### config.mk
export PLATFORM = sky130hd
export DESIGN_NAME = sword_shifter
export DESIGN_NICKNAME = d
export VERILOG_FILES = /design/src/rtl/swsh_pkg.sv /design/src/rtl/swsh_len.sv /design/src/rtl/swsh_rx.sv /design/src/rtl/swsh_tx.sv /design/src/rtl/sword_shifter.sv
export SDC_FILE = /design/constraint.sdc
export NUM_CORES = 1
export LEC_CHECK = 0
export BUFFER_PORTS_ARGS = -buffer_cell sky130_fd_sc_hd__clkbuf_2
export CAP_MARGIN = 10
export CORE_ASPECT_RATIO = 1.75
export CORE_MARGIN = 2
export CORE_UTILIZATION = 30
export CTS_CLUSTER_DIAMETER = 150
export DETAILED_ROUTE_END_ITERATION = 16
export SLEW_MARGIN = 20
export SYNTH_ARGS = -nofsm -noshare
export SYNTH_HDL_FRONTEND = slang
export SYNTH_SLANG_ARGS = --single-unit
export TNS_END_PERCENT = 1
### constraint.sdc
create_clock -name clk -period 3.85 [get_ports clk]
set_input_delay 0.1925 -clock clk [delete_from_list [all_inputs] [get_ports clk]]
set_output_delay 0.1925 -clock clk [all_outputs]
set_load 0.01 [all_outputs]
### src/rtl/swsh_pkg.sv
package swsh_pkg;
    localparam int unsigned DEF_WORD_W = 32;
    localparam int unsigned MIN_LEN    = 3;

    typedef enum logic {
        ORDER_MSB = 1'b0,
        ORDER_LSB = 1'b1
    } bit_order_e;
endpackage

### src/rtl/swsh_len.sv
module swsh_len
    import swsh_pkg::*;
#(
    parameter  int unsigned WORD_W = DEF_WORD_W,
    localparam int unsigned CNT_W  = $clog2(WORD_W),
    localparam int unsigned HALF_W = WORD_W / 2
) (
    input  logic [CNT_W-1:0] len_field,
    input  logic             pack_en,
    output logic [CNT_W-1:0] len_m1
);
    localparam logic [CNT_W-1:0] MIN_M1  = CNT_W'(MIN_LEN - 1);
    localparam logic [CNT_W-1:0] HALF_M1 = CNT_W'(HALF_W - 1);

    // Illegal short lengths clamp upward; packing caps at half a word.
    always_comb begin
        len_m1 = len_field;
        if (len_field < MIN_M1) begin
            len_m1 = MIN_M1;
        end
        if (pack_en && (len_m1 > HALF_M1)) begin
            len_m1 = HALF_M1;
        end
    end
endmodule

### src/rtl/swsh_rx.sv
module swsh_rx
    import swsh_pkg::*;
#(
    parameter  int unsigned WORD_W = DEF_WORD_W,
    localparam int unsigned CNT_W  = $clog2(WORD_W),
    localparam int unsigned HALF_W = WORD_W / 2
) (
    input  logic              clk,
    input  logic              rst_n,
    input  logic              bit_en,
    input  logic              frame_start,
    input  logic              ser_in,
    input  logic              lsb_first,
    input  logic              pack_en,
    input  logic [CNT_W-1:0]  len_m1,
    output logic [WORD_W-1:0] rx_data,
    output logic              rx_valid
);
    typedef struct packed {
        logic              active;
        logic [CNT_W-1:0]  cnt;
        logic [WORD_W-1:0] sh;
        logic              half_have;
        logic [HALF_W-1:0] low;
        logic [WORD_W-1:0] data;
        logic              valid;
    } rx_state_t;

    rx_state_t q, d;

    logic [WORD_W-1:0] base;
    logic [WORD_W-1:0] nxt;
    logic [WORD_W-1:0] mask;
    logic [WORD_W-1:0] word;
    logic [CNT_W-1:0]  idx;
    logic              take;

    always_comb begin
        d       = q;
        d.valid = 1'b0;
        base    = q.sh;
        idx     = q.cnt;
        take    = 1'b0;
        nxt     = '0;
        word    = '0;
        mask    = ~({WORD_W{1'b1}} << ({1'b0, len_m1} + (CNT_W+1)'(1)));

        if (!pack_en) begin
            d.half_have = 1'b0;
        end

        if (bit_en && frame_start) begin
            take = 1'b1;
            base = '0;
            idx  = '0;
        end else if (bit_en && q.active) begin
            take = 1'b1;
        end

        if (take) begin
            if (bit_order_e'(lsb_first) == ORDER_LSB) begin
                nxt      = base;
                nxt[idx] = ser_in;
            end else begin
                nxt = {base[WORD_W-2:0], ser_in};
            end

            if (idx == len_m1) begin
                d.active = 1'b0;
                d.cnt    = '0;
                d.sh     = '0;
                word     = nxt & mask;
                if (pack_en) begin
                    if (q.half_have) begin
                        d.data      = {word[HALF_W-1:0], q.low};
                        d.valid     = 1'b1;
                        d.half_have = 1'b0;
                    end else begin
                        d.low       = word[HALF_W-1:0];
                        d.half_have = 1'b1;
                    end
                end else begin
                    d.data  = word;
                    d.valid = 1'b1;
                end
            end else begin
                d.active = 1'b1;
                d.cnt    = idx + CNT_W'(1);
                d.sh     = nxt;
            end
        end
    end

    always_ff @(posedge clk) begin
        if (!rst_n) begin
            q <= '0;
        end else begin
            q <= d;
        end
    end

    assign rx_data  = q.data;
    assign rx_valid = q.valid;

    AST_RX_VALID_PULSE: assert property (@(posedge clk) disable iff (!rst_n)
        rx_valid |=> !rx_valid);
    AST_RX_VALID_AFTER_BIT: assert property (@(posedge clk) disable iff (!rst_n)
        !$past(bit_en) |-> !rx_valid);
    AST_RX_PAIR_COMPLETE: assert property (@(posedge clk) disable iff (!rst_n)
        (rx_valid && $past(pack_en)) |-> $past(q.half_have));
    AST_RX_HALF_DROP: assert property (@(posedge clk) disable iff (!rst_n)
        !$past(pack_en) |-> !q.half_have);
endmodule

### src/rtl/swsh_tx.sv
module swsh_tx
    import swsh_pkg::*;
#(
    parameter  int unsigned WORD_W = DEF_WORD_W,
    localparam int unsigned CNT_W  = $clog2(WORD_W),
    localparam int unsigned HALF_W = WORD_W / 2
) (
    input  logic              clk,
    input  logic              rst_n,
    input  logic              bit_en,
    input  logic              frame_start,
    input  logic              lsb_first,
    input  logic              pack_en,
    input  logic [CNT_W-1:0]  len_m1,
    input  logic [WORD_W-1:0] tx_data,
    input  logic              tx_valid,
    output logic              tx_ready,
    output logic              ser_out
);
    typedef struct packed {
        logic              full;
        logic [WORD_W-1:0] word;
        logic              half;
        logic              active;
        logic [CNT_W-1:0]  cnt;
    } tx_state_t;

    tx_state_t q, d;

    logic [WORD_W-1:0] src;
    logic [CNT_W-1:0]  pos;

    // Serial output follows the registered bit pointer.
    always_comb begin
        if (q.half) begin
            src = {{HALF_W{1'b0}}, q.word[WORD_W-1:HALF_W]};
        end else if (pack_en) begin
            src = {{HALF_W{1'b0}}, q.word[HALF_W-1:0]};
        end else begin
            src = q.word;
        end
        if (bit_order_e'(lsb_first) == ORDER_LSB) begin
            pos = q.cnt;
        end else begin
            pos = len_m1 - q.cnt;
        end
    end

    assign ser_out  = q.active & src[pos];
    assign tx_ready = ~q.full;

    always_comb begin
        d = q;
        if (tx_valid && !q.full) begin
            d.full = 1'b1;
            d.word = tx_data;
            d.half = 1'b0;
        end
        if (bit_en) begin
            if (q.active) begin
                if (q.cnt == len_m1) begin
                    d.active = 1'b0;
                    d.cnt    = '0;
                    if (pack_en && !q.half) begin
                        d.half = 1'b1;
                    end else begin
                        d.full = 1'b0;
                        d.half = 1'b0;
                    end
                end else begin
                    d.cnt = q.cnt + CNT_W'(1);
                end
            end else if (frame_start && q.full) begin
                d.active = 1'b1;
                d.cnt    = '0;
            end
        end
    end

    always_ff @(posedge clk) begin
        if (!rst_n) begin
            q <= '0;
        end else begin
            q <= d;
        end
    end

    AST_TX_IDLE_LOW: assert property (@(posedge clk) disable iff (!rst_n)
        tx_ready |-> !ser_out);
    AST_TX_TAKE: assert property (@(posedge clk) disable iff (!rst_n)
        (tx_valid && tx_ready) |=> !tx_ready);
    AST_TX_READY_AT_END: assert property (@(posedge clk) disable iff (!rst_n)
        $rose(tx_ready) |-> ($past(q.active) && $past(bit_en)));
    AST_TX_WORD_STABLE: assert property (@(posedge clk) disable iff (!rst_n)
        (!tx_ready && $past(!tx_ready)) |-> $stable(q.word));
endmodule

### src/rtl/sword_shifter.sv
module sword_shifter
    import swsh_pkg::*;
#(
    parameter  int unsigned WORD_W = DEF_WORD_W,
    localparam int unsigned CNT_W  = $clog2(WORD_W)
) (
    input  logic              clk,
    input  logic              rst_n,
    input  logic              bit_en,
    input  logic              frame_start,
    input  logic              ser_in,
    input  logic [CNT_W-1:0]  len_field,
    input  logic              lsb_first,
    input  logic              pack_en,
    output logic [WORD_W-1:0] rx_data,
    output logic              rx_valid,
    input  logic [WORD_W-1:0] tx_data,
    input  logic              tx_valid,
    output logic              tx_ready,
    output logic              ser_out
);
    logic [CNT_W-1:0] len_m1;

    swsh_len #(.WORD_W(WORD_W)) i_len (
        .len_field (len_field),
        .pack_en   (pack_en),
        .len_m1    (len_m1)
    );

    swsh_rx #(.WORD_W(WORD_W)) i_rx (
        .clk         (clk),
        .rst_n       (rst_n),
        .bit_en      (bit_en),
        .frame_start (frame_start),
        .ser_in      (ser_in),
        .lsb_first   (lsb_first),
        .pack_en     (pack_en),
        .len_m1      (len_m1),
        .rx_data     (rx_data),
        .rx_valid    (rx_valid)
    );

    swsh_tx #(.WORD_W(WORD_W)) i_tx (
        .clk         (clk),
        .rst_n       (rst_n),
        .bit_en      (bit_en),
        .frame_start (frame_start),
        .lsb_first   (lsb_first),
        .pack_en     (pack_en),
        .len_m1      (len_m1),
        .tx_data     (tx_data),
        .tx_valid    (tx_valid),
        .tx_ready    (tx_ready),
        .ser_out     (ser_out)
    );
endmodule

== Word-level counts from Yosys, hierarchy flattened ==
Index checks and enable logic that the tools add are counted.

* Equal/unequal tests: 3
* Reduce and logical (&&, ||, !) cells: 14
* $add $sub $neg: 4
* Multiplexer cells: 37
* Shift-type cells: 1
* Order comparisons: 5
* Bitwise operators: 5

{| class="wikitable"
|+ Operators by type and width
! kind !! count
|-
| 32-bit two-way mux || 5
|-
| 50-bit two-way mux || 2
|-
| 33-bit two-way mux || 2
|-
| 38-bit two-way mux || 1
|-
| 34-bit two-way mux || 1
|-
| 32-bit AND || 1
|-
| 32-bit bitwise mux || 1
|-
| 32-bit inverter || 1
|-
| 32-bit by 6-bit << shifter with 32-bit output (first input constant) || 1
|-
| 5-bit two-way mux || 5
|-
| 17-bit two-way mux || 1
|-
| 16-bit two-way mux || 1
|-
| 5-bit by 6-bit less-than comparator with 1-bit output (second input constant) || 2
|-
| 1-bit two-way mux || 12
|-
| 6-bit two-way mux || 2
|-
| 5-bit by 1-bit adder with 5-bit output (second input constant) || 2
|-
| 5-bit == test || 2
|-
| 1-bit logical AND || 7
|-
| 7-bit two-way mux || 1
|-
| 5-bit by 1-bit adder with 6-bit output (second input constant) || 1
|-
| 3-bit AND reduction || 2
|-
| 1-bit binary-select mux with 5-bit select || 1
|-
| 1-bit demux with 5-bit select || 1
|-
| 5-bit by 1-bit greater-or-equal comparator with 1-bit output (second input constant) || 1
|-
| other kinds (11) || 13
|}

* Input bits: 45
* Register bits after elaboration: 128

== Depth between registers and ports, before layout ==
* Word-level depth: 14
* Mapped depth: 15

== Cells and area by module ==
A second synthesis with hierarchy kept.

* Cell total of the unflattened synthesis: 953
* Area total of the unflattened synthesis: 7,553.5 sq um

{| class="wikitable"
|+ Modules (own cells, without submodules)
! module !! area an instance (sq um) !! cells an instance !! seq. area each (sq um) !! instances
|-
| swsh_rx || 5,372.7 || 697 || 1,761.7 || 1
|-
| swsh_tx || 2,129.5 || 248 || 800.8 || 1
|-
| swsh_len || 51.3 || 8 || 0.0 || 1
|}

== Worst setup path before layout ==
Ideal clock, no wire load.

* Path type: input-to-output
* Start point: input len_field[4]
* End point: output ser_out
* Path slack: 0.753 ns
* Data arrival time: 2.904 ns
* Stages on the path: 11
* Buffers on the path: 1
* Cell sequence: buf_4 a21oi_1 nor2_1 inv_1 ha_1 fa_1 mux2i_4 mux4_2 mux4_2 or3b_1 o211ai_1

* Cells in the longest elaborated chain, start to end: 10

{| class="wikitable"
|+ RTL lines
! what !! line !! text
|-
| start: declaration || sword_shifter.sv:12 || <nowiki>input logic [CNT_W-1:0] len_field,</nowiki>
|-
| 5-bit by 2-bit less-than comparator with 1-bit output || swsh_len.sv:18 || <nowiki>if (len_field < MIN_M1) begin</nowiki>
|-
| 5-bit two-way mux * || swsh_len.sv:18 ||
|-
| 5-bit by 4-bit greater-than comparator with 1-bit output || swsh_len.sv:21 || <nowiki>if (pack_en && (len_m1 > HALF_M1)) begin</nowiki>
|-
| 1-bit logical AND || swsh_len.sv:21 ||
|-
| 5-bit two-way mux * || swsh_len.sv:21 ||
|-
| 5-bit subtractor * || swsh_tx.sv:45 || <nowiki>pos = len_m1 - q.cnt;</nowiki>
|-
| 5-bit two-way mux * || swsh_tx.sv:42 || <nowiki>if (bit_order_e'(lsb_first) == ORDER_LSB) begin</nowiki>
|-
| 1-bit binary-select mux with 5-bit select * || swsh_tx.sv:49 || <nowiki>assign ser_out = q.active & src[pos];</nowiki>
|-
| 1-bit two-way mux (not written as such) * || swsh_tx.sv:49 ||
|-
| 1-bit AND * || swsh_tx.sv:49 ||
|-
| end: declaration || sword_shifter.sv:20 || <nowiki>output logic ser_out</nowiki>
|}

Mark *: on every way between the ends. The rest lies on a longest branch, timed or not. The select of a mux whose other input is x is not followed.

== Worst setup path in the final report ==
* Start point: input pack_en
* End point: output ser_out

* Cells in the longest elaborated chain, start to end: 7
* Elaborated cells between the ends (all ways): 9
* Classes of those cells: 1 x add/sub; 6 x mux; 1 x bitwise; 1 x reduce/logical

{| class="wikitable"
|+ RTL lines
! what !! line !! text
|-
| start: declaration || sword_shifter.sv:14 || <nowiki>input logic pack_en,</nowiki>
|-
| 1-bit logical AND || swsh_len.sv:21 ||
|-
| 5-bit two-way mux || swsh_len.sv:21 ||
|-
| 5-bit subtractor || swsh_tx.sv:45 ||
|-
| 5-bit two-way mux || swsh_tx.sv:42 ||
|-
| 1-bit binary-select mux with 5-bit select * || swsh_tx.sv:49 ||
|-
| 1-bit two-way mux (not written as such) * || swsh_tx.sv:49 ||
|-
| 1-bit AND * || swsh_tx.sv:49 ||
|}

Marked as above.

==> metrics <==
run status=complete, no violations; DP Wirelength=16,400 um; post-cts gate resize count=0; DRC violations left=0; pin count of the biggest net entering global routing=81; Core Region=about 24,000 sq um; Max Fanout on Critical Path=14; Inserted Clock Buffers=17; Port Buffer Count=79; Post-Route Skew=about 7.3 ps; share of layout cells above drive strength 1=15.6%; CP Capture Type=output pin; Mapped Cells=approximately 900; Vias=6,792; most frequent cells in the layout=nand2_1 (143), dfxtp_1 (128), clkbuf_2 (79), a21oi_1 (77), nor2_1 (60); register area share after synthesis=about a third; Final Setup Violations=0; multiplexer area fraction after synthesis=4.11%; GP Congestion=between 0.9 and 1; # diodes=0; Max clock buf depth=2; Chip Height=210 um; Critical Path RT=3660 ps; Area Growth Syn to Fin=17.1%; FP Rows=75; area of the die=roughly 25,000 sq um; fin crit share=around nine tenths; hold depth=3; most common cell after layout, fill and taps aside=nand2_1; Rel. slew slack=30.7%; CTS sink count=approximately 130; First-pass DRT Iterations=5; Final Slew Violations=0; reg2reg setup slack=840 ps; wire per inst=~18 um; global-route wire length before repair=~36,000 um; GRT Total Usage=17.9%; flops & latches, synth=128; RR Startpoint=i_rx.q[85]; post-synthesis simple-gate area fraction=18.5%; FMAX=289 MHz; crit path DAT=3270 ps; origin of the worst setup path=pack_en; Synth area leader=dfxtp_1; Leak=between 0.003 and 0.004 uW; Worst R2R End=i_rx.rx_data[8]; Hold Violations, Final=0; Top-Level Pins=80; CTS H-tree depth=4; prevailing post-synth register cell=dfxtp_1; Worst Tran Pin Value=1040 ps; CTS tree=done; Post-Syn Nets=between 900 and 1k; complex-gate fraction of the synthesized area=29.6%; Unique masters post-synth=71; Pwr Density=412 nW/um^2; antenna viol nets, final=0; largest cells by area after synthesis=dfxtp_1 (35%), nand2_1 (7.4%), a21oi_1 (5.5%); worst hold path class=input port to flip-flop; CP Launch Type=input port; Hold Startpoint=tx_data[1]; initial antenna violation count=0; final instance area=between 8000 and 9000 sq um; Worst-path clk slew=60 ps; main combinational cell family by area after synthesis=compound AO/OA/AOI/OAI gates; worst skew pair latency=~430 ps; YS warnings=0; kind of critical path=input port to output pin; share of synthesized registers carrying an async set or reset=0%; final net count=between 900 and 1k; vias in the first global route=between 6k and 7k; hold_ws=3.54 ps; EDFF count, synth=0; Post-DP Area=between 7000 and 8000 sq um; peak supply drop=289 uV; Vias/cell=5.41; final wirelength=22,700 um; Final min period=3460 ps; Post-Synth Adder-Cell Area=2.69%; setup TNS after final layout=0 ps; post-synth top area share=a little over a third; Synth Area per Inst=just over 8 sq um; Synth Cell Area=~7300 sq um; die width=between 100 and 150 um; Reg2Reg Depth=6; CTS root buf=clkbuf_16; XOR/XNOR Fraction of Synth Area=1.21%; hold endpoint=i_tx.q[8]; Initial Util=30.4%; RSZ-0062 raised after global routing=false; First DRT Iteration DRCs=407; max-cap violations=0; GRT Residual Overflow=0
-- Yosys cell counts (5+ instances only) --
cell type and instances:
o311ai_0 9, nor2b_1 6, buf_1 6, o21ai_0 27, nand2b_1 20, nand4_1 7
nor3_1 8, a31oi_1 5, inv_1 16, buf_2 12, o31ai_1 17, nand2_1 143
nand3_1 13, xnor2_1 7, mux2i_1 14, ha_1 14, a21oi_1 79, mux4_2 5
dfxtp_1 128, o21a_1 6, clkbuf_1 48, o211ai_1 31, and2_1 8, a211oi_1 32
buf_4 36, a22oi_1 17, nor2_1 60, a2bb2oi_1 5, o21ai_1 12, a22o_1 30
o2111ai_1 9
-- repair_timing --
action	CTS	global route
hold endpoints to repair	27	0
buffers inserted	0	0
hold buffers	27	0
-- state kept, by name, indices dropped and copies added (netlist names) --
| register | cells |
|---|---|
| i_rx.rx_data | 32 |
| i_rx.rx_valid | 1 |
| i_rx.q | 55 |
| i_tx.q | 40 |
-- how the worst max path moves through the flow --
| stage | end | slack, ps |
|---|---|---|
| after floorplan | ser_out | 750 |
| after global placement | ser_out | 470 |
| after detailed placement | ser_out | 420 |
| after CTS | ser_out | 380 |
| after global routing | ser_out | 240 |
| final | ser_out | 390 |
-- final cells by class --
class                   count  area (sq um)
multi-input cells         648          4070
flip-flops and latches    128          2560
fillers                  2534         15300
inverters                  19          71.3
clock inverters            12           183
well taps                 308           385
clock buffers              20           447
repair buffers            120           771
-- stage by stage --
stage | instances | power [uW] | util, % | worst slack [ps]
after CTS | 1255 | 3510 | 35.6 | 381
after global routing | 1255 | 3610 | 35.6 | 238
after floorplan | 899 | 1650 | - | 753
after detailed placement | 1196 | 1760 | 31.9 | 418
after global placement | 1196 | 1760 | 31.9 | 472
final | 1255 | 3500 | 35.6 | 385
-- critical path, cell delays in order --
cell	delay (ps)
clkbuf_2	290
a21oi_1	110
nor2_1	170
inv_1	110
ha_1	210
fa_1	490
mux2i_4	410
mux2i_1	270
mux2i_1	120
mux4_2	460
or3b_1	170
o211ai_1	100
clkbuf_2	150
-- power breakdown --
group | total (uW) | internal (uW) | switching, uW | leakage (uW)
sequential | 1380 | 1350 | 22.6 | 0.00104
combinational | 383 | 139 | 244 | 0.00171
clock | 1740 | 1100 | 636 | 0.000297
total | 3500 | 2590 | 902 | 0.00304
-- kinds of logic (layout without fill, tap and decap cells) --
logic type / after synthesis / in the layout
compound gates: 309 / 309
xor+xnor: 10 / 10
fa+ha+maj: 15 / 15
buf+inv: 123 / 171
flops: 128 / 128
mux: 22 / 22
simple gates: 292 / 292
-- routing by layer --
| layer | vias up | GRT usage (%) | routed length [um] |
|---|---|---|---|
| met5 | - | 0 | 0 |
| met4 | 0 | 10.6 | 1210 |
| met3 | 58 | 3.18 | 1010 |
| met2 | 208 | 31.5 | 11600 |
| met1 | 3204 | 19.9 | 8850 |
| li1 | 3322 | - | - |
Note: power is estimated with default switching activity, not from simulation.
